**config.mk**
```make
export PLATFORM = sky130hd
export DESIGN_NAME = peak_slicer
export DESIGN_NICKNAME = d
export VERILOG_FILES = /design/src/rtl/peak_slicer_pkg.sv /design/src/rtl/ps_mode_ctl.sv /design/src/rtl/ps_peak_track.sv /design/src/rtl/ps_thresh_slice.sv /design/src/rtl/peak_slicer.sv
export SDC_FILE = /design/constraint.sdc
export NUM_CORES = 1
export LEC_CHECK = 0
export CAP_MARGIN = 0
export CORE_ASPECT_RATIO = 1.25
export CORE_MARGIN = 4
export CORE_UTILIZATION = 40
export CTS_CLUSTER_DIAMETER = 60
export DETAILED_ROUTE_END_ITERATION = 7
export DONT_BUFFER_PORTS = 1
export PLACE_DENSITY = 0.56
export REMOVE_ABC_BUFFERS = 1
export SYNTH_ARGS = -nofsm -noshare
export SYNTH_HDL_FRONTEND = slang
export SYNTH_SLANG_ARGS = --single-unit
```
**constraint.sdc**
```tcl
create_clock -name clk_i -period 6.75 [get_ports clk_i]
set_clock_uncertainty 0.2 [all_clocks]
set_input_delay 1.0125 -clock clk_i [delete_from_list [all_inputs] [get_ports clk_i]]
set_output_delay 1.0125 -clock clk_i [all_outputs]
set_load 0.05 [all_outputs]
```
**src/rtl/peak_slicer_pkg.sv**
```systemverilog
package peak_slicer_pkg;

    typedef enum logic [1:0] {
        MODE_CLAMP = 2'd0,
        MODE_FAST  = 2'd1,
        MODE_AVG   = 2'd2,
        MODE_DECAY = 2'd3
    } lvl_mode_e;

    typedef struct packed {
        logic acq_seen;
        logic clamp;
    } ctl_state_t;

endpackage

```
**src/rtl/ps_mode_ctl.sv**
```systemverilog
module ps_mode_ctl
    import peak_slicer_pkg::*;
(
    input  logic      clk_i,
    input  logic      rst_ni,
    input  logic      acq_i,
    input  logic      track_i,
    input  logic      bit_tick_i,
    output lvl_mode_e mode_o
);

    ctl_state_t st_d, st_q;
    logic       rise;

    always_comb begin
        st_d          = st_q;
        rise          = acq_i && !st_q.acq_seen;
        st_d.acq_seen = acq_i;
        st_d.clamp    = acq_i && (rise || (st_q.clamp && !bit_tick_i));
        if (acq_i) begin
            mode_o = (rise || st_q.clamp) ? MODE_CLAMP : MODE_FAST;
        end else begin
            mode_o = track_i ? MODE_AVG : MODE_DECAY;
        end
    end

    always_ff @(posedge clk_i or negedge rst_ni) begin
        if (!rst_ni) begin
            st_q <= '0;
        end else begin
            st_q <= st_d;
        end
    end

    // clamp never survives a low acquire
    p_clamp_drop_r2: assert property (@(posedge clk_i) disable iff (!rst_ni)
        !acq_i |=> !st_q.clamp);

    // clamp lasts no longer than up to the next bit tick
    p_clamp_end_r2: assert property (@(posedge clk_i) disable iff (!rst_ni)
        (st_q.clamp && bit_tick_i) |=> !st_q.clamp);

endmodule

```
**src/rtl/ps_peak_track.sv**
```systemverilog
module ps_peak_track
    import peak_slicer_pkg::*;
#(
    parameter int W        = 12,
    parameter int FAST_SH  = 2,
    parameter int AVG_SH   = 6,
    parameter int CLAMP_SH = 2,
    parameter int DECAY_SH = 11
) (
    input  logic                clk_i,
    input  logic                rst_ni,
    input  lvl_mode_e           mode_i,
    input  logic signed [W-1:0] samp_i,
    input  logic                strobe_i,
    input  logic                bit_tick_i,
    output logic signed [W-1:0] pos_o,
    output logic signed [W-1:0] neg_o
);

    localparam int EW = W + 1;

    typedef struct packed {
        logic [W-1:0] pos;
        logic [W-1:0] neg;
    } pk_state_t;

    pk_state_t st_d, st_q;

    logic signed [W-1:0]  pos_s, neg_s, half;
    logic signed [EW-1:0] samp_x, mid;

    // move cur toward tgt by floor((tgt-cur)/2^sh)
    function automatic logic signed [W-1:0] nudge(
        input logic signed [W-1:0] cur,
        input logic signed [W-1:0] tgt,
        input int                  sh
    );
        logic signed [EW-1:0] err, step, sum;
        err  = $signed({tgt[W-1], tgt}) - $signed({cur[W-1], cur});
        step = err >>> sh;
        sum  = $signed({cur[W-1], cur}) + step;
        return sum[W-1:0];
    endfunction

    assign pos_s = $signed(st_q.pos);
    assign neg_s = $signed(st_q.neg);

    always_comb begin
        st_d   = st_q;
        half   = samp_i >>> 1;
        samp_x = {samp_i[W-1], samp_i};
        mid    = ($signed({pos_s[W-1], pos_s}) + $signed({neg_s[W-1], neg_s})) >>> 1;
        case (mode_i)
            MODE_CLAMP: begin
                st_d.pos = nudge(pos_s, half, CLAMP_SH);
                st_d.neg = nudge(neg_s, half, CLAMP_SH);
            end
            MODE_FAST: begin
                if (samp_i > pos_s) st_d.pos = nudge(pos_s, samp_i, FAST_SH);
                if (samp_i < neg_s) st_d.neg = nudge(neg_s, samp_i, FAST_SH);
            end
            MODE_AVG: begin
                if (strobe_i) begin
                    if (samp_x > mid) begin
                        st_d.pos = nudge(pos_s, samp_i, AVG_SH);
                    end else if (samp_x < mid) begin
                        st_d.neg = nudge(neg_s, samp_i, AVG_SH);
                    end
                end
            end
            default: begin
                if (bit_tick_i) begin
                    st_d.pos = nudge(pos_s, '0, DECAY_SH);
                    st_d.neg = nudge(neg_s, '0, DECAY_SH);
                end
            end
        endcase
    end

    always_ff @(posedge clk_i or negedge rst_ni) begin
        if (!rst_ni) begin
            st_q <= '0;
        end else begin
            st_q <= st_d;
        end
    end

    assign pos_o = pos_s;
    assign neg_o = neg_s;

    // the two levels never cross
    p_order_r10: assert property (@(posedge clk_i) disable iff (!rst_ni)
        pos_s >= neg_s);

    // fast capture only widens the span
    p_fast_widen_r3: assert property (@(posedge clk_i) disable iff (!rst_ni)
        (mode_i == MODE_FAST) |=> (pos_s >= $past(pos_s) && neg_s <= $past(neg_s)));

    // averaging acts only on strobe cycles
    p_avg_strobe_r5: assert property (@(posedge clk_i) disable iff (!rst_ni)
        (mode_i == MODE_AVG && !strobe_i) |=> $stable(st_q));

    // decay acts only on bit ticks
    p_decay_tick_r6: assert property (@(posedge clk_i) disable iff (!rst_ni)
        (mode_i == MODE_DECAY && !bit_tick_i) |=> $stable(st_q));

endmodule

```
**src/rtl/ps_thresh_slice.sv**
```systemverilog
module ps_thresh_slice #(
    parameter int W         = 12,
    parameter int NARROW_SH = 3,
    parameter int WIDE_SH   = 4
) (
    input  logic                clk_i,
    input  logic                rst_ni,
    input  logic signed [W-1:0] pos_i,
    input  logic signed [W-1:0] neg_i,
    input  logic signed [W-1:0] samp_i,
    input  logic                strobe_i,
    input  logic                bt_wide_i,
    output logic signed [W-1:0] thresh_o,
    output logic                dec_o
);

    localparam int EW = W + 1;

    logic                 dec_d, dec_q;
    logic signed [EW-1:0] pos_x, neg_x, samp_x, base, span, adj, thr_x;

    always_comb begin
        pos_x  = {pos_i[W-1], pos_i};
        neg_x  = {neg_i[W-1], neg_i};
        samp_x = {samp_i[W-1], samp_i};
        base   = (pos_x + neg_x) >>> 1;
        span   = pos_x - neg_x;
        adj    = bt_wide_i ? (span >>> WIDE_SH) : (span >>> NARROW_SH);
        thr_x  = dec_q ? (base - adj) : (base + adj);
        dec_d  = strobe_i ? (samp_x < thr_x) : dec_q;
    end

    always_ff @(posedge clk_i or negedge rst_ni) begin
        if (!rst_ni) begin
            dec_q <= 1'b0;
        end else begin
            dec_q <= dec_d;
        end
    end

    assign thresh_o = thr_x[W-1:0];
    assign dec_o    = dec_q;

    // decision only changes on a strobe
    p_dec_hold_r7: assert property (@(posedge clk_i) disable iff (!rst_ni)
        !strobe_i |=> $stable(dec_q));

    // threshold stays between the two peaks
    p_thr_inside_r8: assert property (@(posedge clk_i) disable iff (!rst_ni)
        (thresh_o <= pos_i) && (thresh_o >= neg_i));

endmodule

```
**src/rtl/peak_slicer.sv**
```systemverilog
module peak_slicer
    import peak_slicer_pkg::*;
#(
    parameter int SAMP_W           = 12,
    parameter int FAST_SHIFT       = 2,
    parameter int AVG_SHIFT        = 6,
    parameter int CLAMP_SHIFT      = 2,
    parameter int DECAY_SHIFT      = 11,
    parameter int NARROW_ISI_SHIFT = 3,
    parameter int WIDE_ISI_SHIFT   = 4
) (
    input  logic                     clk_i,
    input  logic                     rst_ni,
    input  logic signed [SAMP_W-1:0] samp_i,
    input  logic                     strobe_i,
    input  logic                     bit_tick_i,
    input  logic                     acq_i,
    input  logic                     track_i,
    input  logic                     bt_wide_i,
    input  logic                     psave_i,
    output logic signed [SAMP_W-1:0] pos_pk_o,
    output logic signed [SAMP_W-1:0] neg_pk_o,
    output logic signed [SAMP_W-1:0] thresh_o,
    output logic                     data_o
);

    lvl_mode_e mode;
    logic      dec;

    ps_mode_ctl i_ctl (
        .clk_i      (clk_i),
        .rst_ni     (rst_ni),
        .acq_i      (acq_i),
        .track_i    (track_i),
        .bit_tick_i (bit_tick_i),
        .mode_o     (mode)
    );

    ps_peak_track #(
        .W        (SAMP_W),
        .FAST_SH  (FAST_SHIFT),
        .AVG_SH   (AVG_SHIFT),
        .CLAMP_SH (CLAMP_SHIFT),
        .DECAY_SH (DECAY_SHIFT)
    ) i_trk (
        .clk_i      (clk_i),
        .rst_ni     (rst_ni),
        .mode_i     (mode),
        .samp_i     (samp_i),
        .strobe_i   (strobe_i),
        .bit_tick_i (bit_tick_i),
        .pos_o      (pos_pk_o),
        .neg_o      (neg_pk_o)
    );

    ps_thresh_slice #(
        .W         (SAMP_W),
        .NARROW_SH (NARROW_ISI_SHIFT),
        .WIDE_SH   (WIDE_ISI_SHIFT)
    ) i_slc (
        .clk_i     (clk_i),
        .rst_ni    (rst_ni),
        .pos_i     (pos_pk_o),
        .neg_i     (neg_pk_o),
        .samp_i    (samp_i),
        .strobe_i  (strobe_i),
        .bt_wide_i (bt_wide_i),
        .thresh_o  (thresh_o),
        .dec_o     (dec)
    );

    assign data_o = dec && !psave_i;

    // a held 1 reappears one cycle after powersave drops with no strobe
    p_psave_release_r9: assert property (@(posedge clk_i) disable iff (!rst_ni)
        (psave_i && dec && !strobe_i) ##1 !psave_i |-> data_o);

endmodule

```
==> impl_results.md, run 1 <==
- Status: finished, final reports clean
- Top cell type's share of synthesized area: 0.2293
- RSZ-0062 raised after global routing: no
- Hold Vio Cnt, Final: 0
- ANT cells: 0
- Die H: 154.6 um
- EDFF count, synth: 0
- Setup TNS: 0 ns
- Final wirelength: 21.44 mm
- Number of port buffers: 0
- F_max: 159.1 MHz
- Area grow syn2layout: 6.878%
- Grt total ovfl: 0
- Largest net degree at the start of global routing: 28
- Critical Path Start Type: register
- Area contributors post-synth: ha_1 23%, dfrtp_1 9.8%, xnor2_1 7.9%, a21oi_1 6.1%, o21ai_0 4.1%
- Ys Warns: 0
- Clk pin slew, worst setup/hold paths: 0.08 ns
- Final worst slack: 0.4663 ns
- Final ANT Viol Nets: 0
- Routed vias/inst: ~5.8
- Post-Layout Inst Area: 7350 um^2
- Synthesized instance count: 893
- # hold bufs at CTS: 0
- Die W: 125.3 um
- Clk_lat worst skew: between 0.2 and 0.3 ns
- Number of buffers created by CTS: 3
- Vias: around 6500
- Final period utilization: 0.9309
- Synth Flop Type: dfrtp_1
- Post-synth top area cell: ha_1
- Vias in the first global route: 6585
- Final core utilization: 0.4363
- Wire per inst: 19.01 um
- Slew Limit Fails: 0
- TritonCTS sink count: 27
- Post-DP HPWL: ~18 mm
- Setup-failing EPs final: 0
- Async S/R FF share, synth: 1.000
- Maximum clock path buffer count: 2
- CP max stage delay: roughly 0.39 ns
- NumNets Final: roughly 1100
- Post-synthesis sequential area ratio: 0.09825
- Rows: 53
- Measured slew at the worst slew-check pin: 0.9216 ns
- Fin crit period: 6.284 ns
- Final GP Congestion: 0.8813
- Slowest stage cell, crit path: dfrtp_1
- Setup crit end kind: primary output
- 1st-iter DRT viols: roughly 420
- Hold Path Class: in -> async
- Die ar.: 19370 um^2
- Yosys reg bits: 27
- Synthesized area: 6877 um^2
- Initial Util: 0.4083
- DP Area: 7271 um^2
- Rel. slew slack: 0.3856
- Crit-path cells: inv_1, ha_1, a21oi_1, o21ai_4, a21oi_1, buf_4, xnor2_1, o21ai_0, ha_1, o211ai_1, o31ai_4, o21ai_0, xnor2_1, a21oi_1, ha_1, a21o_1, a31o_2, a41oi_1, nor2b_1, xor2_1, inv_1
- First-pass GRT wire length: approximately 35 mm
- MaxCap Viol Count: 0
- Crit path max fanout: 7
- CP Data Arrival Time: 5.07 ns
- Core area: 16840 um^2
- Post-synth top cells: 126 x ha_1, 84 x a21oi_1, 75 x inv_1, 62 x xnor2_1, 57 x o21ai_0
- Total Routing Usage GR: 0.2201
- Initial antenna violation count: 0
- Most frequent cell after synthesis: ha_1
- CTS tree: built
- Placement Setup Slack: 0.6333 ns
- Post-cts sizing count: 0
- CTS H-tree lvls: 1
- Critical path class: reg -> out
- Post-CTS setup buffers: 0
- Fill cell count: 1792
- Root buf cell: clkbuf_16
- Critical Path RT: 5.54 ns
- Yosys cell types: 75
- Mean post-synth cell area: 7.701 um^2
- Io pins: 57
- Ratio of cells with drive above 1 in the final layout: 0.08150
- DR pass1 iterations: 5
- Drt drc: 0
## through the flow
| step | cells | hold slack, ns |
|---|---|---|
| floorplan | 869 | 0.2311 |
| global placement | 1124 | 0.2628 |
| detailed placement | 1124 | 0.2597 |
| CTS | 1128 | 0.2134 |
| global route | 1128 | 0.2083 |
| finish | 1128 | 0.2177 |
## kinds of logic (layout without fill, tap and decap cells)
logic type,after synthesis,after routing,share of synthesized area
buffers and inverters,101,116,0.06477
and+or+nand+nor,245,245,0.1816
DFF,27,27,0.09825
AOI/OAI and AO/OA,287,287,0.2804
xor gates and xnor gates,92,92,0.1172
muxes,11,11,0.01692
adders and majority gates,130,130,0.2409
## worst max-delay path, delay by kind of cell, from the launching register on
kind                       cells  cell delay (ns)
AOI/OAI and AO/OA             11             2.37
xor gates and xnor gates       3             0.44
and+or+nand+nor                1             0.20
DFF                            1             0.39
buffers and inverters          3             0.55
adders and majority gates      3             0.83
## sequential cells by signal, indices dropped and copies added, names as in the netlist
register     cells
i_slc.dec_o      1
i_trk.neg_o     12
i_trk.pos_o     12
i_ctl.st_q       2
## cells in the final DEF, fill, tap and decap left out, drive strengths merged, types with 12 or more instances in the layout
master / instances
nand2: 52
dfrtp: 27
xnor2: 62
nand3: 19
inv: 77
nor3: 25
o21ai: 62
buf: 35
a21oi: 89
nor2: 54
or3: 12
a31oi: 16
nand2b: 15
xor2: 30
ha: 126
nor2b: 15
a21o: 32
## path summary, 6_finish.rpt
kind	from	slack (ns)	to	cells past startpoint
max	i_trk.neg_o[2]$_DFFE_PN0P_	0.47	thresh_o[10]	21
min reg2reg	i_ctl.st_q[1]$_DFF_PN0_	0.28	i_ctl.st_q[0]$_DFF_PN0_	1
max in group asynchronous	rst_ni	6.05	i_trk.neg_o[7]$_DFFE_PN0P_	0
min	rst_ni	0.22	i_trk.neg_o[0]$_DFFE_PN0P_	0
max reg2reg	i_trk.neg_o[2]$_DFFE_PN0P_	0.90	i_slc.dec_o$_DFFE_PN0P_	25
min in group clk_i	i_ctl.st_q[1]$_DFF_PN0_	0.28	i_ctl.st_q[0]$_DFF_PN0_	1
## final cells by class
cell class                 count  area (um^2)  share of cell area
inverter                      77        289.0             0.03933
tap                          220        275.3             0.03745
timing repair buffer          35        275.3             0.03745
sequential                    27        675.6             0.09193
multi-input combinational    765         5756              0.7831
clock buffer                   4        78.83             0.01073
## metal layers
metal,track usage,vias to the layer above,part of all wire
li1,-,3279,-
met1,0.2586,3092,0.40
met2,0.4102,137,0.52
met3,0.02729,36,0.051
met4,0.07593,0,0.031
met5,0,-,0
Power of run 1 is not shown: default switching activity piles up to over one toggle a cycle in this logic, so the estimate is an artifact.
==> inputs of run 2 (changes only) <==
--- a/config.mk
+++ b/config.mk
@@ -5,6 +5,7 @@
 export SDC_FILE = /design/constraint.sdc
 export NUM_CORES = 1
 export LEC_CHECK = 0
+export ABC_AREA = 0
 export CAP_MARGIN = 0
 export CORE_ASPECT_RATIO = 1.25
 export CORE_MARGIN = 4
@@ -14,6 +15,7 @@
 export DONT_BUFFER_PORTS = 1
 export PLACE_DENSITY = 0.56
 export REMOVE_ABC_BUFFERS = 1
+export SETUP_SLACK_MARGIN = 0.15
 export SYNTH_ARGS = -nofsm -noshare
 export SYNTH_HDL_FRONTEND = slang
 export SYNTH_SLANG_ARGS = --single-unit
==> constraint.sdc (replaced) <==
create_clock -name clk_i -period 6.75 [get_ports clk_i]
set_clock_uncertainty 0.2 [all_clocks]
set_input_delay 1.0125 -clock clk_i [delete_from_list [all_inputs] [get_ports clk_i]]
set_output_delay 1.0125 -clock clk_i [all_outputs]
set_load 0.01 [all_outputs]
==> impl_results.md, run 2 (same netlist as run 1, synthesis figures left out) <==
- Hold Path Class: in -> async
- Die W: 125.3 um (unchanged)
- ANT cells: 0 (unchanged)
- Maximum clock path buffer count: 2 (unchanged)
- RR Endpoint: i_slc.dec_o$_DFFE_PN0P_
- Reg-to-reg critical path startpoint: i_trk.neg_o[4]$_DFFE_PN0P_
- Number of port buffers: 0 (unchanged)
- Rows: 53 (unchanged)
- Number of buffers created by CTS: 3 (unchanged)
- Setup-failing EPs final: 0 (unchanged)
- CTS H-tree lvls: 1 (unchanged)
- Setup TNS: 0 ns (unchanged)
- MaxCap Viol Count: 0 (unchanged)
- Slew Limit Fails: 0 (unchanged)
- Total Routing Usage GR: 0.2156 (-0.004493)
- NumNets Final: 1039 (-1.9%)
- Final ANT Viol Nets: 0 (unchanged)
- Fin crit period: 6.349 ns (+0.06501 ns)
- TritonCTS sink count: 27 (unchanged)
- Cells on worst reg2reg path: 23 (-8.0%)
- Root buf cell: clkbuf_16
- Initial antenna violation count: 0 (unchanged)
- Critical Path RT: 5.54 ns (about the same)
- Crit path max fanout: 11 (+4)
- Critical path class: reg -> out
- Largest net degree at the start of global routing: 28 (unchanged)
- Clk_lat worst skew: 0.29 ns (about the same)
- # hold bufs at CTS: 0 (unchanged)
- Final GP Congestion: 0.8638 (-2.0%)
- Routed vias/inst: 5.793 (-0.14%)
- CTS tree: built
- Die H: 154.6 um (unchanged)
- Clk pin slew, worst setup/hold paths: 0.08 ns (about the same)
- Final period utilization: 0.9406 (+0.009631)
- Post-cts sizing count: 0 (unchanged)
- Initial Util: 0.4083 (unchanged)
- DR pass1 iterations: 4 (-1)
- Area grow syn2layout: 4.658%
- First-pass GRT wire length: 33.51 mm (-3.0%)
- Hold Vio Cnt, Final: 0 (unchanged)
- Vias: 6419 (-1.9%)
- Most frequent cells in the layout: 126 x ha_1, 83 x a21oi_1, 75 x inv_1, 62 x xnor2_1, 57 x o21ai_0
- Setup crit end kind: primary output
- F_max: 157.5 MHz (-1.0%)
- Ratio of cells with drive above 1 in the final layout: 0.06419 (-0.01731)
- CP Data Arrival Time: 5.14 ns (+0.07 ns)
- Io pins: 57 (unchanged)
- Status: finished, final reports clean
- Commonest non-fill, non-tap cell in the layout: ha_1
- Core area: 16840 um^2 (unchanged)
- Grt total ovfl: 0 (unchanged)
- Measured slew at the worst slew-check pin: 0.8651 ns (-0.05651 ns)
- Worst hold slack: 0.2100 ns (-0.007687 ns)
- Final wirelength: 21.21 mm (-1.1%)
- Rel. slew slack: 0.4233 (+0.03767)
- Die ar.: 19370 um^2 (unchanged)
- Post-CTS setup buffers: 0 (unchanged)
- Post-DP HPWL: 17.78 mm (-0.75%)
- 1st-iter DRT viols: 290 (-30%)
- Critical Path Start Type: register
- Drt drc: 0 (unchanged)
- Vias in the first global route: 6451 (-2.0%)
- R2r setup slk: 0.79 ns (-0.11 ns)
- Wire per inst: 19.14 um (+0.72%)
- RSZ-0062 raised after global routing: yes
[run 2: final cells by class]
| type | count | area (um^2) |
|---|---|---|
| well taps | 220 | 275.3 |
| inverters | 77 | 289.0 |
| repair buffers | 15 | 112.6 |
| fillers | 1806 | 9647 |
| clock buffers | 3 | 75.07 |
| multi-input cells | 765 | 5764 |
| flip-flops and latches | 27 | 675.6 |
| clock inverters | 1 | 5.005 |
[run 2: critical path, cell delays in order (launching register included)]
cell and delay [ns]:
dfrtp_1 0.49, inv_1 0.14, ha_1 0.47, a21o_1 0.25, a21o_1 0.22, a41oi_4 0.29, xnor2_1 0.20, or3_1 0.39
o211ai_1 0.11, o21ai_0 0.12, a21o_1 0.21, ha_1 0.30, a21boi_0 0.15, o21ai_0 0.21, a21boi_0 0.18, o21ai_0 0.43
nand2b_1 0.15, a31oi_1 0.32, xnor2_1 0.23
[run 2: worst max-delay path by stage]
stage                          startpoint            to  slack, ns  depth (start not counted)
2_1_floorplan  i_trk.neg_o[2]$_DFFE_PN0P_  thresh_o[10]       1.20                         20
3_3_place_gp   i_trk.neg_o[3]$_DFFE_PN0P_   thresh_o[9]       0.70                         18
3_5_place_dp   i_trk.neg_o[4]$_DFFE_PN0P_   thresh_o[9]       0.60                         19
4_1_cts        i_trk.neg_o[4]$_DFFE_PN0P_   thresh_o[9]       0.29                         19
5_1_grt        i_trk.neg_o[4]$_DFFE_PN0P_   thresh_o[9]       0.09                         18
6_report       i_trk.neg_o[4]$_DFFE_PN0P_   thresh_o[9]       0.40                         18
[run 2: through the flow]
step	setup WS, ns	cells	utilization	instance area (um^2)
after global placement	0.7027	1104	0.4220	7108
after detailed placement	0.6046	1104	0.4220	7108
final	0.4013	1108	0.4273	7197
after floorplan	1.198	869	-	6720
after global routing	0.08913	1108	0.4273	7197
after CTS	0.2881	1108	0.4268	7188
[run 2: per-layer routing]
| layer | wire [um] | GRT usage | vias up |
|---|---|---|---|
| li1 | - | - | 3254 |
| met4 | 799 | 0.08884 | 0 |
| met2 | 10820 | 0.4109 | 123 |
| met1 | 8714 | 0.2435 | 3006 |
| met5 | 0 | 0 | - |
| met3 | 876 | 0.02073 | 36 |
Power of run 2 is left out for the same reason.
==> inputs of run 3 (changes only) <==
--- a/config.mk
+++ b/config.mk
@@ -7,13 +7,15 @@
 export LEC_CHECK = 0
 export ABC_AREA = 0
 export CAP_MARGIN = 0
+export CELL_PAD_IN_SITES_DETAIL_PLACEMENT = 1
+export CELL_PAD_IN_SITES_GLOBAL_PLACEMENT = 2
 export CORE_ASPECT_RATIO = 1.25
 export CORE_MARGIN = 4
 export CORE_UTILIZATION = 40
 export CTS_CLUSTER_DIAMETER = 60
 export DETAILED_ROUTE_END_ITERATION = 7
 export DONT_BUFFER_PORTS = 1
-export PLACE_DENSITY = 0.56
+export PLACE_DENSITY = 0.86
 export REMOVE_ABC_BUFFERS = 1
 export SETUP_SLACK_MARGIN = 0.15
 export SYNTH_ARGS = -nofsm -noshare
==> impl_results.md, run 3 (same netlist as run 1, synthesis figures left out) <==
- RSZ-0062 raised after global routing: yes
- CP Data Arrival Time: 4.97 ns (-0.17 ns)
- CTS tree: built
- 1st-iter DRT viols: 264 (-9.0%)
- Status: finished, final reports clean
- Reg-to-reg critical path startpoint: i_trk.neg_o[2]$_DFFE_PN0P_
- Core area: 16840 um^2 (unchanged)
- RR Endpoint: i_slc.dec_o$_DFFE_PN0P_
- Largest net degree at the start of global routing: 28 (unchanged)
- Final GP Congestion: 0.8355 (-3.3%)
- Die ar.: 19370 um^2 (unchanged)
- # hold bufs at CTS: 0 (unchanged)
- Crit path max fanout: 6 (-5)
- DR pass1 iterations: 4 (unchanged)
- Critical path class: reg -> out
- MaxCap Viol Count: 0 (unchanged)
- Final period utilization: 0.9159 (-0.02460)
- TritonCTS sink count: 27 (unchanged)
- Setup TNS: 0 ns (unchanged)
- Final wirelength: 23.15 mm (+9.1%)
- Die W: 125.3 um (unchanged)
- Grt total ovfl: 0 (unchanged)
- Fin crit period: 6.183 ns (-0.1661 ns)
- Die H: 154.6 um (unchanged)
- Commonest non-fill, non-tap cell in the layout: ha_1
- Maximum clock path buffer count: 2 (unchanged)
- Crit-path most repeated cell: ha_1
- Measured slew at the worst slew-check pin: 1.084 ns (+0.2188 ns)
- Critical Path Start Type: register
- NumNets Final: 1038 (-0.096%)
- Area grow syn2layout: 4.767%
- CP Launch Point: i_trk.neg_o[2]$_DFFE_PN0P_
- Setup crit end kind: primary output
- Crit-path cells: inv_1, ha_1, nand2_1, o21ai_4, a31oi_1, xnor2_1, nand2_1, o21ai_0, ha_1, o211ai_1, o31ai_4, o21ai_0, xnor2_1, a21oi_1, ha_1, a21o_1, a31o_2, a41oi_1, nor2b_1, xor2_1, inv_1
- Number of port buffers: 0 (unchanged)
- Final ANT Viol Nets: 0 (unchanged)
- Critical Path RT: 5.54 ns (about the same)
- Rows: 53 (unchanged)
- Drt drc: 0 (unchanged)
- Initial Util: 0.4083 (unchanged)
- Wire per inst: 20.91 um (+9.2%)
- Most frequent cells in the layout: 125 x ha_1, 82 x a21oi_1, 75 x inv_1, 62 x xnor2_1, 56 x o21ai_0
- Cells on worst reg2reg path: 25 (+8.7%)
- Count of non-filler cells in the finished layout: 1107 (-0.090%)
- Slowest stage cell, crit path: dfrtp_2
- Post-DP HPWL: 19.41 mm (+9.1%)
- First-pass GRT wire length: 37.38 mm (+12%)
- CTS H-tree lvls: 1 (unchanged)
- Slew Limit Fails: 0 (unchanged)
- Routed vias/inst: 6.008 (+3.7%)
- Vias in the first global route: 7166 (+11%)
- Hold Vio Cnt, Final: 0 (unchanged)
- CP max stage delay: 0.43 ns (-0.06 ns)
- Rel. slew slack: 0.2725 (-0.1507)
- Root buf cell: clkbuf_16
- Total Routing Usage GR: 0.2381 (+0.02246)
- Clk pin slew, worst setup/hold paths: 0.09 ns (about the same)
- F_max: 161.7 MHz (+2.7%)
- Hold Path Class: in -> async
- Initial antenna violation count: 0 (unchanged)
- Clk_lat worst skew: 0.29 ns (about the same)
- ANT cells: 0 (unchanged)
- Setup-failing EPs final: 0 (unchanged)
- Fill cell count: 2141 (+19%)
- Post-placement cell count: 1100 (-0.36%)
- R2r setup slk: 0.86 ns (+0.07 ns)
- Io pins: 57 (unchanged)
- Ratio of cells with drive above 1 in the final layout: 0.06652 (+0.002327)
- Vias: 6651 (+3.6%)
- Number of buffers created by CTS: 3 (unchanged)
[run 3: worst max-delay path by stage]
stage	cells after the start	end	slack (ns)
after floorplan	20	thresh_o[10]	1.20
after global placement	20	thresh_o[10]	0.67
after detailed placement	24	i_slc.dec_o$_DFFE_PN0P_	0.53
after CTS	20	thresh_o[10]	0.21
after global routing	21	thresh_o[10]	0.09
final	21	thresh_o[10]	0.57
[run 3: layer usage]
layer / track usage / vias up / wire (um)
li1: - / 3241 / -
met1: 0.2605 / 3267 / 9101
met2: 0.4640 / 102 / 12310
met3: 0.02176 / 41 / 737
met4: 0.09969 / 0 / 997
met5: 0 / - / 0
[run 3: area by class of cell]
cell class | count | area, um^2 | area share
flip-flops and latches | 27 | 676.9 | 0.09396
repair buffers | 14 | 105.1 | 0.01459
clock buffers | 3 | 75.07 | 0.01042
clock inverters | 1 | 5.005 | 0.0006947
multi-input cells | 765 | 5778 | 0.8020
inverters | 77 | 289.0 | 0.04012
well taps | 220 | 275.3 | 0.03821
[run 3: timing repair]
| action | CTS | global route |
|---|---|---|
| setup endpoints to repair | 0 | 6 |
| buffers inserted | 0 | 3 |
| gates resized for setup | 0 | 8 |
[run 3: worst max-delay path, delay by kind of cell (launching register included)]
kind                       cells  cell delay (ns)
xor gates and xnor gates       3             0.60
and+or+nand+nor                3             0.39
DFF                            1             0.43
AOI/OAI and AO/OA             10             2.10
adders and majority gates      3             0.91
buffers and inverters          2             0.22
[run 3: through the flow]
| stage | cell area (um^2) | setup WS [ns] | hold WS, ns | utilization |
|---|---|---|---|---|
| floorplan | 6720 | 1.198 | 0.2311 | - |
| global placement | 7078 | 0.6670 | 0.2511 | 0.4202 |
| detailed placement | 7078 | 0.5346 | 0.2541 | 0.4202 |
| CTS | 7158 | 0.2088 | 0.2014 | 0.4250 |
| global route | 7204 | 0.09010 | 0.1961 | 0.4277 |
| finish | 7204 | 0.5674 | 0.2044 | 0.4277 |
Power of run 3 is left out for the same reason.
